==> src/rtl/intr_cap_pkg.sv <==
package intr_cap_pkg;
    localparam int NUM_CH     = 2;
    localparam int SRC_PER_CH = 9;
    localparam int NUM_SRC    = NUM_CH * SRC_PER_CH;
    localparam int BID_W      = 8;
    localparam int CNT_W      = 8;
    localparam int DATA_W     = 8;
    localparam int ADDR_W     = 3;
    localparam int IDX_W      = $clog2(NUM_SRC);
    localparam int CH_W       = (NUM_CH > 1) ? $clog2(NUM_CH) : 1;
    localparam int SUB_W      = 4;

    typedef enum logic [2:0] {
        SVC_NONE = 3'd0,
        SVC_RX   = 3'd1,
        SVC_TX   = 3'd2,
        SVC_CHAR = 3'd3,
        SVC_LINE = 3'd4,
        SVC_MISC = 3'd5
    } svc_e;

    typedef struct packed {
        svc_e             kind;
        logic [CH_W-1:0]  chan;
        logic [SUB_W-1:0] sub;
    } cir_t;

    typedef enum logic [ADDR_W-1:0] {
        REG_CIR  = 3'd0,
        REG_THR  = 3'd1,
        REG_CNT  = 3'd2,
        REG_TYPE = 3'd3,
        REG_CHAN = 3'd4,
        REG_GRX  = 3'd5,
        REG_GTX  = 3'd6
    } reg_addr_e;

    function automatic svc_e kind_of(input logic [SUB_W-1:0] local_idx);
        case (local_idx)
            4'd0:             return SVC_RX;
            4'd1:             return SVC_TX;
            4'd2, 4'd3, 4'd4: return SVC_CHAR;
            4'd5, 4'd6:       return SVC_LINE;
            default:          return SVC_MISC;
        endcase
    endfunction

    function automatic logic carries_count(input svc_e k);
        return (k == SVC_RX) || (k == SVC_TX);
    endfunction
endpackage

==> src/rtl/intr_arbiter.sv <==
module intr_arbiter
    import intr_cap_pkg::*;
#(
    parameter int N  = NUM_SRC,
    parameter int BW = BID_W,
    parameter int CW = CNT_W,
    parameter int IW = IDX_W
) (
    input  logic [N-1:0]    req,
    input  logic [N*BW-1:0] bid,
    input  logic [N*CW-1:0] cnt,
    output logic            any,
    output logic [IW-1:0]   idx,
    output logic [BW-1:0]   best,
    output logic [CW-1:0]   best_cnt
);
    // Linear scan: a later source displaces only with a strictly larger bid,
    // so the lowest index keeps ties.
    always_comb begin
        any      = 1'b0;
        idx      = '0;
        best     = '0;
        best_cnt = '0;
        for (int i = 0; i < N; i++) begin
            if (req[i] && (!any || (bid[i*BW +: BW] > best))) begin
                any      = 1'b1;
                idx      = IW'(i);
                best     = bid[i*BW +: BW];
                best_cnt = cnt[i*CW +: CW];
            end
        end
    end
endmodule

==> src/rtl/iack_fall_det.sv <==
module iack_fall_det (
    input  logic clk,
    input  logic rst,
    input  logic iack_n,
    output logic fall
);
    logic s1_q, s2_q, prev_q;

    always_ff @(posedge clk) begin
        if (rst) begin
            s1_q   <= 1'b1;
            s2_q   <= 1'b1;
            prev_q <= 1'b1;
        end else begin
            s1_q   <= iack_n;
            s2_q   <= s1_q;
            prev_q <= s2_q;
        end
    end

    assign fall = prev_q & ~s2_q;
endmodule

==> src/rtl/intr_capture.sv <==
module intr_capture
    import intr_cap_pkg::*;
#(
    parameter int BW = BID_W,
    parameter int CW = CNT_W,
    parameter int IW = IDX_W
) (
    input  logic          clk,
    input  logic          rst,
    input  logic          cap_evt,
    input  logic          win_any,
    input  logic [IW-1:0] win_idx,
    input  logic [BW-1:0] win_bid,
    input  logic [CW-1:0] win_cnt,
    input  logic [BW-1:0] thr,
    output cir_t          cir_q,
    output logic [CW-1:0] cnt_q
);
    logic qualifies;
    cir_t cir_d;
    logic [CW-1:0] cnt_d;
    int unsigned ix;

    assign qualifies = win_any && ((win_bid > thr) || (thr == '0));

    always_comb begin
        ix    = 32'(win_idx);
        cir_d = '0;
        cnt_d = '0;
        if (qualifies) begin
            cir_d.sub  = SUB_W'(ix % SRC_PER_CH);
            cir_d.chan = CH_W'(ix / SRC_PER_CH);
            cir_d.kind = kind_of(cir_d.sub);
            if (carries_count(cir_d.kind)) cnt_d = win_cnt;
        end
    end

    always_ff @(posedge clk) begin
        if (rst) begin
            cir_q <= '0;
            cnt_q <= '0;
        end else if (cap_evt) begin
            cir_q <= cir_d;
            cnt_q <= cnt_d;
        end
    end
endmodule

==> src/rtl/intr_cap_top.sv <==
module intr_cap_top
    import intr_cap_pkg::*;
(
    input  logic                     clk,
    input  logic                     rst,
    input  logic                     bus_wr,
    input  logic [ADDR_W-1:0]        bus_addr,
    input  logic [DATA_W-1:0]        bus_wdata,
    output logic [DATA_W-1:0]        bus_rdata,
    input  logic                     iack_n,
    input  logic [NUM_SRC-1:0]       src_req,
    input  logic [NUM_SRC*BID_W-1:0] src_bid,
    input  logic [NUM_SRC*CNT_W-1:0] src_cnt,
    input  logic [NUM_CH*DATA_W-1:0] rx_fifo_data,
    output logic [NUM_CH-1:0]        tx_wr_stb,
    output logic [DATA_W-1:0]        tx_wdata
);
    logic             win_any;
    logic [IDX_W-1:0] win_idx;
    logic [BID_W-1:0] win_bid;
    logic [CNT_W-1:0] win_cnt;
    logic             iack_fall;
    logic             cap_evt;
    logic [BID_W-1:0] thr_q;
    cir_t             cir_q;
    logic [CNT_W-1:0] cnt_q;
    logic             ctx_live;

    intr_arbiter u_arb (
        .req(src_req), .bid(src_bid), .cnt(src_cnt),
        .any(win_any), .idx(win_idx), .best(win_bid), .best_cnt(win_cnt)
    );

    iack_fall_det u_iack (.clk(clk), .rst(rst), .iack_n(iack_n), .fall(iack_fall));

    assign cap_evt = (bus_wr && (bus_addr == REG_CIR)) || iack_fall;

    intr_capture u_cap (
        .clk(clk), .rst(rst), .cap_evt(cap_evt),
        .win_any(win_any), .win_idx(win_idx), .win_bid(win_bid), .win_cnt(win_cnt),
        .thr(thr_q), .cir_q(cir_q), .cnt_q(cnt_q)
    );

    always_ff @(posedge clk) begin
        if (rst)                                   thr_q <= '0;
        else if (bus_wr && (bus_addr == REG_THR))  thr_q <= bus_wdata;
    end

    assign ctx_live = (cir_q.kind != SVC_NONE);
    assign tx_wdata = bus_wdata;

    for (genvar c = 0; c < NUM_CH; c++) begin : g_tx
        assign tx_wr_stb[c] = bus_wr && (bus_addr == REG_GTX) && ctx_live
                              && (cir_q.chan == CH_W'(c));
    end

    always_comb begin
        bus_rdata = '0;
        case (bus_addr)
            REG_CIR:  bus_rdata = DATA_W'(cir_q);
            REG_THR:  bus_rdata = thr_q;
            REG_CNT:  bus_rdata = cnt_q;
            REG_TYPE: bus_rdata = DATA_W'(cir_q.kind);
            REG_CHAN: bus_rdata = DATA_W'(cir_q.chan);
            REG_GRX:  if (ctx_live) bus_rdata = rx_fifo_data[cir_q.chan*DATA_W +: DATA_W];
            default:  bus_rdata = '0;
        endcase
    end
endmodule

==> config.mk <==
export PLATFORM = sky130hd
export DESIGN_NAME = intr_cap_top
export DESIGN_NICKNAME = d
export VERILOG_FILES = /design/src/rtl/intr_cap_pkg.sv /design/src/rtl/intr_arbiter.sv /design/src/rtl/iack_fall_det.sv /design/src/rtl/intr_capture.sv /design/src/rtl/intr_cap_top.sv
export SDC_FILE = /design/constraint.sdc
export NUM_CORES = 1
export LEC_CHECK = 0
export BUFFER_PORTS_ARGS = -buffer_cell sky130_fd_sc_hd__buf_2
export CORE_MARGIN = 2
export CORE_UTILIZATION = 53
export CTS_BUF_LIST = sky130_fd_sc_hd__clkbuf_8
export DETAILED_ROUTE_END_ITERATION = 10
export HOLD_SLACK_MARGIN = 0.02
export PLACE_DENSITY = 0.95
export SLEW_MARGIN = 25
export SYNTH_ARGS = -nofsm -noshare
export SYNTH_HDL_FRONTEND = slang
export SYNTH_SLANG_ARGS = --single-unit
==> constraint.sdc <==
create_clock -name clk -period 51.8 [get_ports clk]
set_input_delay 2.59 -clock clk [delete_from_list [all_inputs] [get_ports clk]]
set_output_delay 2.59 -clock clk [all_outputs]
set_load 0.01 [all_outputs]
# Yosys cells after proc, flatten, opt, wreduce, memory -nomap -nowiden
# Cells that the tools add are included.
[classes]
n_eq_ne = 14
reduce_logical = 67
magnitude_cmp = 18
n_bitwise = 3
n_shift = 1
div = 2
muxes = 78
[op_table]
columns = ["cell", "n"]
rows = [
  ["2-to-1 mux 8 bit", 40],
  ["> comparator 8 bit", 18],
  ["case mux 8 bit (6 select lines)", 1],
  ["divider 5 x 4 -> 32 bit (second input constant)", 1],
  ["remainder unit 5 x 4 -> 32 bit (second input constant)", 1],
  ["2-to-1 mux 4 bit", 8],
  ["logical AND 1 bit", 24],
  ["logical OR 1 bit", 20],
  ["2-to-1 mux 1 bit", 19],
  ["zero test 1 bit", 17],
  ["indexed part select 16 x 5 -> 8 bit", 1],
  ["2-to-1 mux 3 bit", 5],
  ["equality test 4 x 3 -> 1 bit (second input constant)", 3],
  ["case mux 3 bit (4 select lines)", 1],
  ["2-to-1 mux 5 bit", 2],
  ["equality test 3 x 2 -> 1 bit (second input constant)", 3],
  ["equality test 3 bit (second input constant)", 3],
  ["equality test 4 x 2 -> 1 bit (second input constant)", 2],
  ["zero test 8 bit", 1],
  ["equality test 3 x 1 -> 1 bit (second input constant)", 2],
  ["equality test 4 x 1 -> 1 bit (second input constant)", 1],
  ["zero test 4 bit", 1],
  ["2-to-1 mux 2 bit", 2],
  ["zero test 3 bit", 1],
  ["5 further kinds", 6],
]
[word_totals]
output_inout_bits = 18
wordCells = 191
input_bits = 337
ff_bits = 27

# Logic depth before layout (Yosys ltp)
[depth]
word_depth = 78
depth_mapped = 213
depth_no_buf = 194

# Hierarchy
# From an unflattened synthesis, not the netlist that was laid out.
[hier_totals]
cells_unflattened = 1357
area_unflattened_um2 = 9729.3
[modules_own_cells]
columns = ["mod", "n_inst", "cells_per_inst", "area_per_inst_um2", "seq_area_each_um2"]
rows = [
  ["intr_arbiter", 1, 1122, 7586.0, 0.0],
  ["intr_capture", 1, 142, 1261.2, 320.3],
  ["intr_cap_top", 1, 86, 797.0, 160.2],
  ["iack_fall_det", 1, 7, 85.1, 60.1],
]

# Worst setup path before layout
# No wires, ideal clock.
[synth_timing]
kind = "input-to-reg"
start = "input src_req[0]"
end = "register u_cap.cir_q[5] (netlist name)"
n_path_buf = 19
required_ps = 51680
setup_ps = 120
path_stages = 199
arrival_ps = 37949
slack_ps = 13731
path_cell_list = "buf_2 -> buf_1 -> nand2_1 -> ha_1 -> nand4_1 -> or3b_1 -> a21oi_1 -> a21o_1 -> clkbuf_1 -> nand2_1 -> o21ai_0 -> inv_1 -> ha_1 -> a21oi_1 -> nand2_1 -> a211o_1 -> o21bai_1 -> clkbuf_1 -> [163 not listed] -> a211oi_1 -> a21oi_1 -> o21ai_0 -> and2_1 -> clkbuf_1 -> o21ai_0 -> ha_1 -> nand2b_1 -> nand2_1 -> ha_1 -> nand2b_1 -> o21ai_0 -> o2111ai_1 -> a21oi_2 -> mux2i_1 -> and2_1 -> a211oi_1 -> a211o_1"
[synth_via]
elab_chain_len = 75
word_cells_on_any_way = 137
cone_classes = "div (1); order compare (18); eq/ne (6); mux (56); reduce/logical (56)"
[synth_rtl]
columns = ["element", "line", "text"]
rows = [
  ["start, declared", "intr_cap_top.sv:11", "input logic [NUM_SRC-1:0] src_req,"],
  ["2-to-1 mux 8 bit or 2-to-1 mux 1 bit (tied branches)", "intr_arbiter.sv:25", "if (req[i] && (!any || (bid[i*BW +: BW] > best))) begin"],
  ["> comparator 8 bit or zero test 1 bit (tied branches)", "intr_arbiter.sv:25", ""],
  ["logical OR 1 bit", "intr_arbiter.sv:25", ""],
  ["logical AND 1 bit", "intr_arbiter.sv:25", ""],
  ["2-to-1 mux 8 bit or 2-to-1 mux 1 bit (tied branches)", "intr_arbiter.sv:25", ""],
  ["> comparator 8 bit or zero test 1 bit (tied branches)", "intr_arbiter.sv:25", ""],
  ["logical OR 1 bit", "intr_arbiter.sv:25", ""],
  ["logical AND 1 bit", "intr_arbiter.sv:25", ""],
  ["[59 not listed]", "n/a", ""],
  ["logical AND 1 bit", "intr_arbiter.sv:25", ""],
  ["2-to-1 mux 5 bit", "intr_arbiter.sv:25", ""],
  ["remainder unit 5 x 4 -> 32 bit", "intr_capture.sv:31", "cir_d.sub = SUB_W'(ix % SRC_PER_CH);"],
  ["equality test 4 x 2 -> 1 bit or equality test 4 x 3 -> 1 bit (tied branches)", "intr_cap_pkg.sv:39", "case (local_idx)"],
  ["OR reduction 3 bit or OR reduction 2 bit (tied branches)", "intr_cap_pkg.sv:39", ""],
  ["case mux 3 bit (4 select lines)", "intr_cap_pkg.sv:39", ""],
  ["2-to-1 mux 3 bit", "intr_capture.sv:30", "if (qualifies) begin"],
  ["2-to-1 mux 8 bit (*)", "intr_capture.sv:30", ""],
]
# Mark *: on every way between the ends. The rest lies on a longest branch, timed or not. The select of a mux whose other input is x is not followed.
# A chain may end at the register's enable or synchronous reset.

# Final worst setup path
[layout_timing]
start = "input src_req[0]"
end = "register u_cap.cir_q[5] (netlist name)"
[layout_via]
elab_chain_len = 75
word_cells_on_any_way = 137
cone_classes = "div (1); order compare (18); eq/ne (6); mux (56); reduce/logical (56)"
[layout_rtl]
columns = ["element", "line"]
rows = [
  ["2-to-1 mux 8 bit or 2-to-1 mux 1 bit (tied branches)", "intr_arbiter.sv:25"],
  ["> comparator 8 bit or zero test 1 bit (tied branches)", "intr_arbiter.sv:25"],
  ["logical OR 1 bit", "intr_arbiter.sv:25"],
  ["logical AND 1 bit", "intr_arbiter.sv:25"],
  ["2-to-1 mux 8 bit or 2-to-1 mux 1 bit (tied branches)", "intr_arbiter.sv:25"],
  ["> comparator 8 bit or zero test 1 bit (tied branches)", "intr_arbiter.sv:25"],
  ["logical OR 1 bit", "intr_arbiter.sv:25"],
  ["logical AND 1 bit", "intr_arbiter.sv:25"],
  ["[59 not listed]", "n/a"],
  ["logical AND 1 bit", "intr_arbiter.sv:25"],
  ["2-to-1 mux 5 bit", "intr_arbiter.sv:25"],
  ["remainder unit 5 x 4 -> 32 bit", "intr_capture.sv:31"],
  ["equality test 4 x 2 -> 1 bit or equality test 4 x 3 -> 1 bit (tied branches)", "intr_cap_pkg.sv:39"],
  ["OR reduction 3 bit or OR reduction 2 bit (tied branches)", "intr_cap_pkg.sv:39"],
  ["case mux 3 bit (4 select lines)", "intr_cap_pkg.sv:39"],
  ["2-to-1 mux 3 bit", "intr_capture.sv:30"],
  ["2-to-1 mux 8 bit (*)", "intr_capture.sv:30"],
]
# Marked as above.

==> results.tsv <==
stage	metric	value	unit
run_status	outcome	finished, final reports clean	
cts	clkSinkCount	27	
cells_and_area	fin_nets	2169	
global_route	antenna_found_initial	10	
synth	synth.most_common_cell	nor2_1	
cts	cts_root_buf	clkbuf_8	
timing	slew_viol_final	0	
critical_path	crit_required	51970	ps
timing	period_minus_slack	42940	ps
hold_path	min_from	u_iack.s1_q$_SDFF_PP1_	
floorplan	chipHeight	138	µm
critical_path	crit_path_start	src_req[0]	
synth	ys_seq_area_share	5.69	%
timing	fmax	23.3	MHz
critical_path	critPathKind	input port to flip-flop	
cts	cts_buffers	3	
global_route	grt_pass1_vias	11200	
timing	worst_pin_slew	1080	ps
synth	synth_top_area_share	18.3	%
cells_and_area	drive_gt1_share	28.2	%
timing	finalCritPeriodShare	82.9	%
synth	synthArstFlopShare	0	%
synth	syn_area	9500	µm²
synth	synth_common_cells	nor2_1, ha_1, a21oi_1	
timing	hold_viol	0	
placed_design	dp_hpwl	32200	µm
route	vias	12000	
cts	clkLatencyLatePin	270	ps
route	finalWirelength	37700	µm
cells_and_area	fin_util	65.7	%
synth	synthFlopType	dfxtp_1	
cts	clock_path_buffers	2	
route	wl_per_cell	19.6	µm
synth	yosys.area.top_type	ha_1	
timing	slew_headroom	28.3	%
timing	clock_skew	0.803	ps
floorplan	die_w	138	µm
critical_path	worst-path-buf-inv	18	
floorplan	die_area	19000	µm²
cts	cts_tree	yes	
critical_path	path_max_fanout	38	
hold_path	hp-class	flip-flop to flip-flop	
synth	ys_ff_latch	27	
global_route	grt_pass1_wl	56900	µm
route	dr.pass1.iters	6	
synth	synth_area_leaders	ha_1, a21oi_1, nor2_1	
timing	grt_setup_unrepaired	no	
critical_path	r2r_start	thr_q[1]$_SDFFE_PP0P_	
synth	postSynthCellCount	1391	
placed_design	port_buffers	354	
critical_path	arrival	43110	ps
synth	synth_cell_type_count	98	
floorplan	io_pins	355	
timing	setup_tns	0	ps
cts	cts.clk_slew.worst_paths	90	ps
timing	setup_viol	0	
synth	avgSynthCellArea	6.83	µm²
critical_path	start_kind	input port	
floorplan	fp.coreArea	17400	µm²
route	ant_nets	0	
cts	postCtsHoldBufs	0	
job	cap_violations	0	
floorplan	fp-row-count	48	
placed_design	gp_congestion	1.05	
global_route	grt_usage	37.9	%
global_route	globalRouteOverflowTotal	0	
route	remaining_drc_errors	0	
critical_path	crit_path_end_kind	flip-flop	
critical_path	cpPeakStageDelay	820	ps
route	dr.first_iter.drc_count	996	
synth	yosys_warnings	0	
synth	synth_nets	1867	
critical_path	cp_top_family	compound AO/OA/AOI/OAI gates	
critical_path	cp_slowest_cell	o21ai_2	
floorplan	initial_core_util	54.5	%
cts	htreeDepth	1	
cts	cts_setup_buffers	0	
cells_and_area	area_delta_synth_final	20.5	%
route	viasPerCell	6.22	
global_route	grt_max_degree	39	
synth	synth_edf_count	0	
critical_path	cp_common_cell	a21oi_1	
cts	ctsResizeCount	0	
path summary, 6_finish.rpt:
| path | to | slack, ps | cells past startpoint |
|---|---|---|---|
| min reg2reg | u_iack.s2_q$_SDFF_PP1_ | 430 | 1 |
| min | u_iack.s2_q$_SDFF_PP1_ | 430 | 1 |
| max reg2reg | u_cap.cnt_q[6]$_SDFFE_PP0P_ | 48800 | 14 |
| max | u_cap.cir_q[5]$_SDFFE_PP0P_ | 8860 | 191 |
state kept, by name (all words and copies together) (netlist names):
| signal | count |
|---|---|
| thr_q | 8 |
| u_cap.cir_q | 8 |
| u_cap.cnt_q | 8 |
| u_iack.prev_q | 1 |
| u_iack.s1_q | 1 |
| u_iack.s2_q | 1 |
logic make-up (layout without fill, tap and decap cells):
group                    count (synthesis)  count (layout)  share of synthesized area (%)
adder cells (fa/ha/maj)                139             139                           18.3
flip-flops                              27              27                           5.69
multiplexers                           102             102                           11.6
AO/OA/AOI/OAI                          436             436                           31.3
XOR/XNOR                                 5               5                          0.461
AND/OR/NAND/NOR                        500             500                           24.9
buffers and inverters                  182             483                           7.65
other                                    0              11                              0
worst register-to-register path, cell delays in order, from the launching register on:
cell and delay [ps]:
dfxtp_1 390, inv_1 90, ha_1 290, nor2b_1 160, o21a_1 140, o21ai_0 70, nand2b_1 70, a21oi_1 70
o21ai_0 160, o21ai_0 130, a221oi_1 560, or2b_1 320, inv_1 140, nand4_4 160, o21ai_1 180
layout make-up:
class	count	area (µm²)
multi-input combinational	1182	8270
fill	1530	5970
timing repair buffer	363	1840
sequential	27	541
inverter	116	435
tap	225	282
clock buffer	3	41.3
antenna	11	27.5
clock inverter	1	5.00
placed cells by master, fill, tap and decap left out, types with 4 or more instances in the layout:
master / count
xnor2_1: 4
ha_1: 139
nand3_1: 25
o21bai_1: 5
o31ai_1: 13
o22ai_1: 12
a21oi_1: 132
o31a_1: 4
a21o_1: 24
nand2b_1: 18
o211ai_1: 9
o21a_1: 17
buf_4: 9
nor3_1: 51
nor2b_1: 19
and2_1: 11
buf_2: 354
o211a_1: 4
nand2_1: 120
nand4_1: 18
a211oi_1: 45
or3_1: 8
nor4_1: 7
mux2i_1: 58
a22oi_1: 6
dfxtp_1: 27
o21ai_1: 22
a211o_1: 10
mux2_2: 41
a31oi_1: 4
a2111oi_2: 5
o21ai_2: 7
nor2_1: 171
o21ai_0: 57
diode_2: 11
or2_2: 12
and3_1: 16
inv_1: 116
routing by layer:
layer	vias to the layer above	wire length, µm	global-route usage [%]
met2	675	17000	62.2
met1	5482	15300	47.7
met4	2	1860	19.6
met3	133	3520	6.21
met5	-	13	0
li1	5695	-	-
per-stage QoR:
stage / instance area (µm²) / setup WS, ps / instances / hold slack [ps]
2_1_floorplan: 9500 / 13730 / 1391 / 389
3_3_place_gp: 11400 / 10200 / 1913 / 403
3_5_place_dp: 11400 / 8510 / 1913 / 401
4_1_cts: 11400 / 8760 / 1917 / 430
5_1_grt: 11400 / 5790 / 1926 / 442
6_report: 11400 / 8860 / 1928 / 431
Power is left out: the tool's default activity adds up to more than one toggle a clock period on the data nets, which glitch-free logic cannot reach.
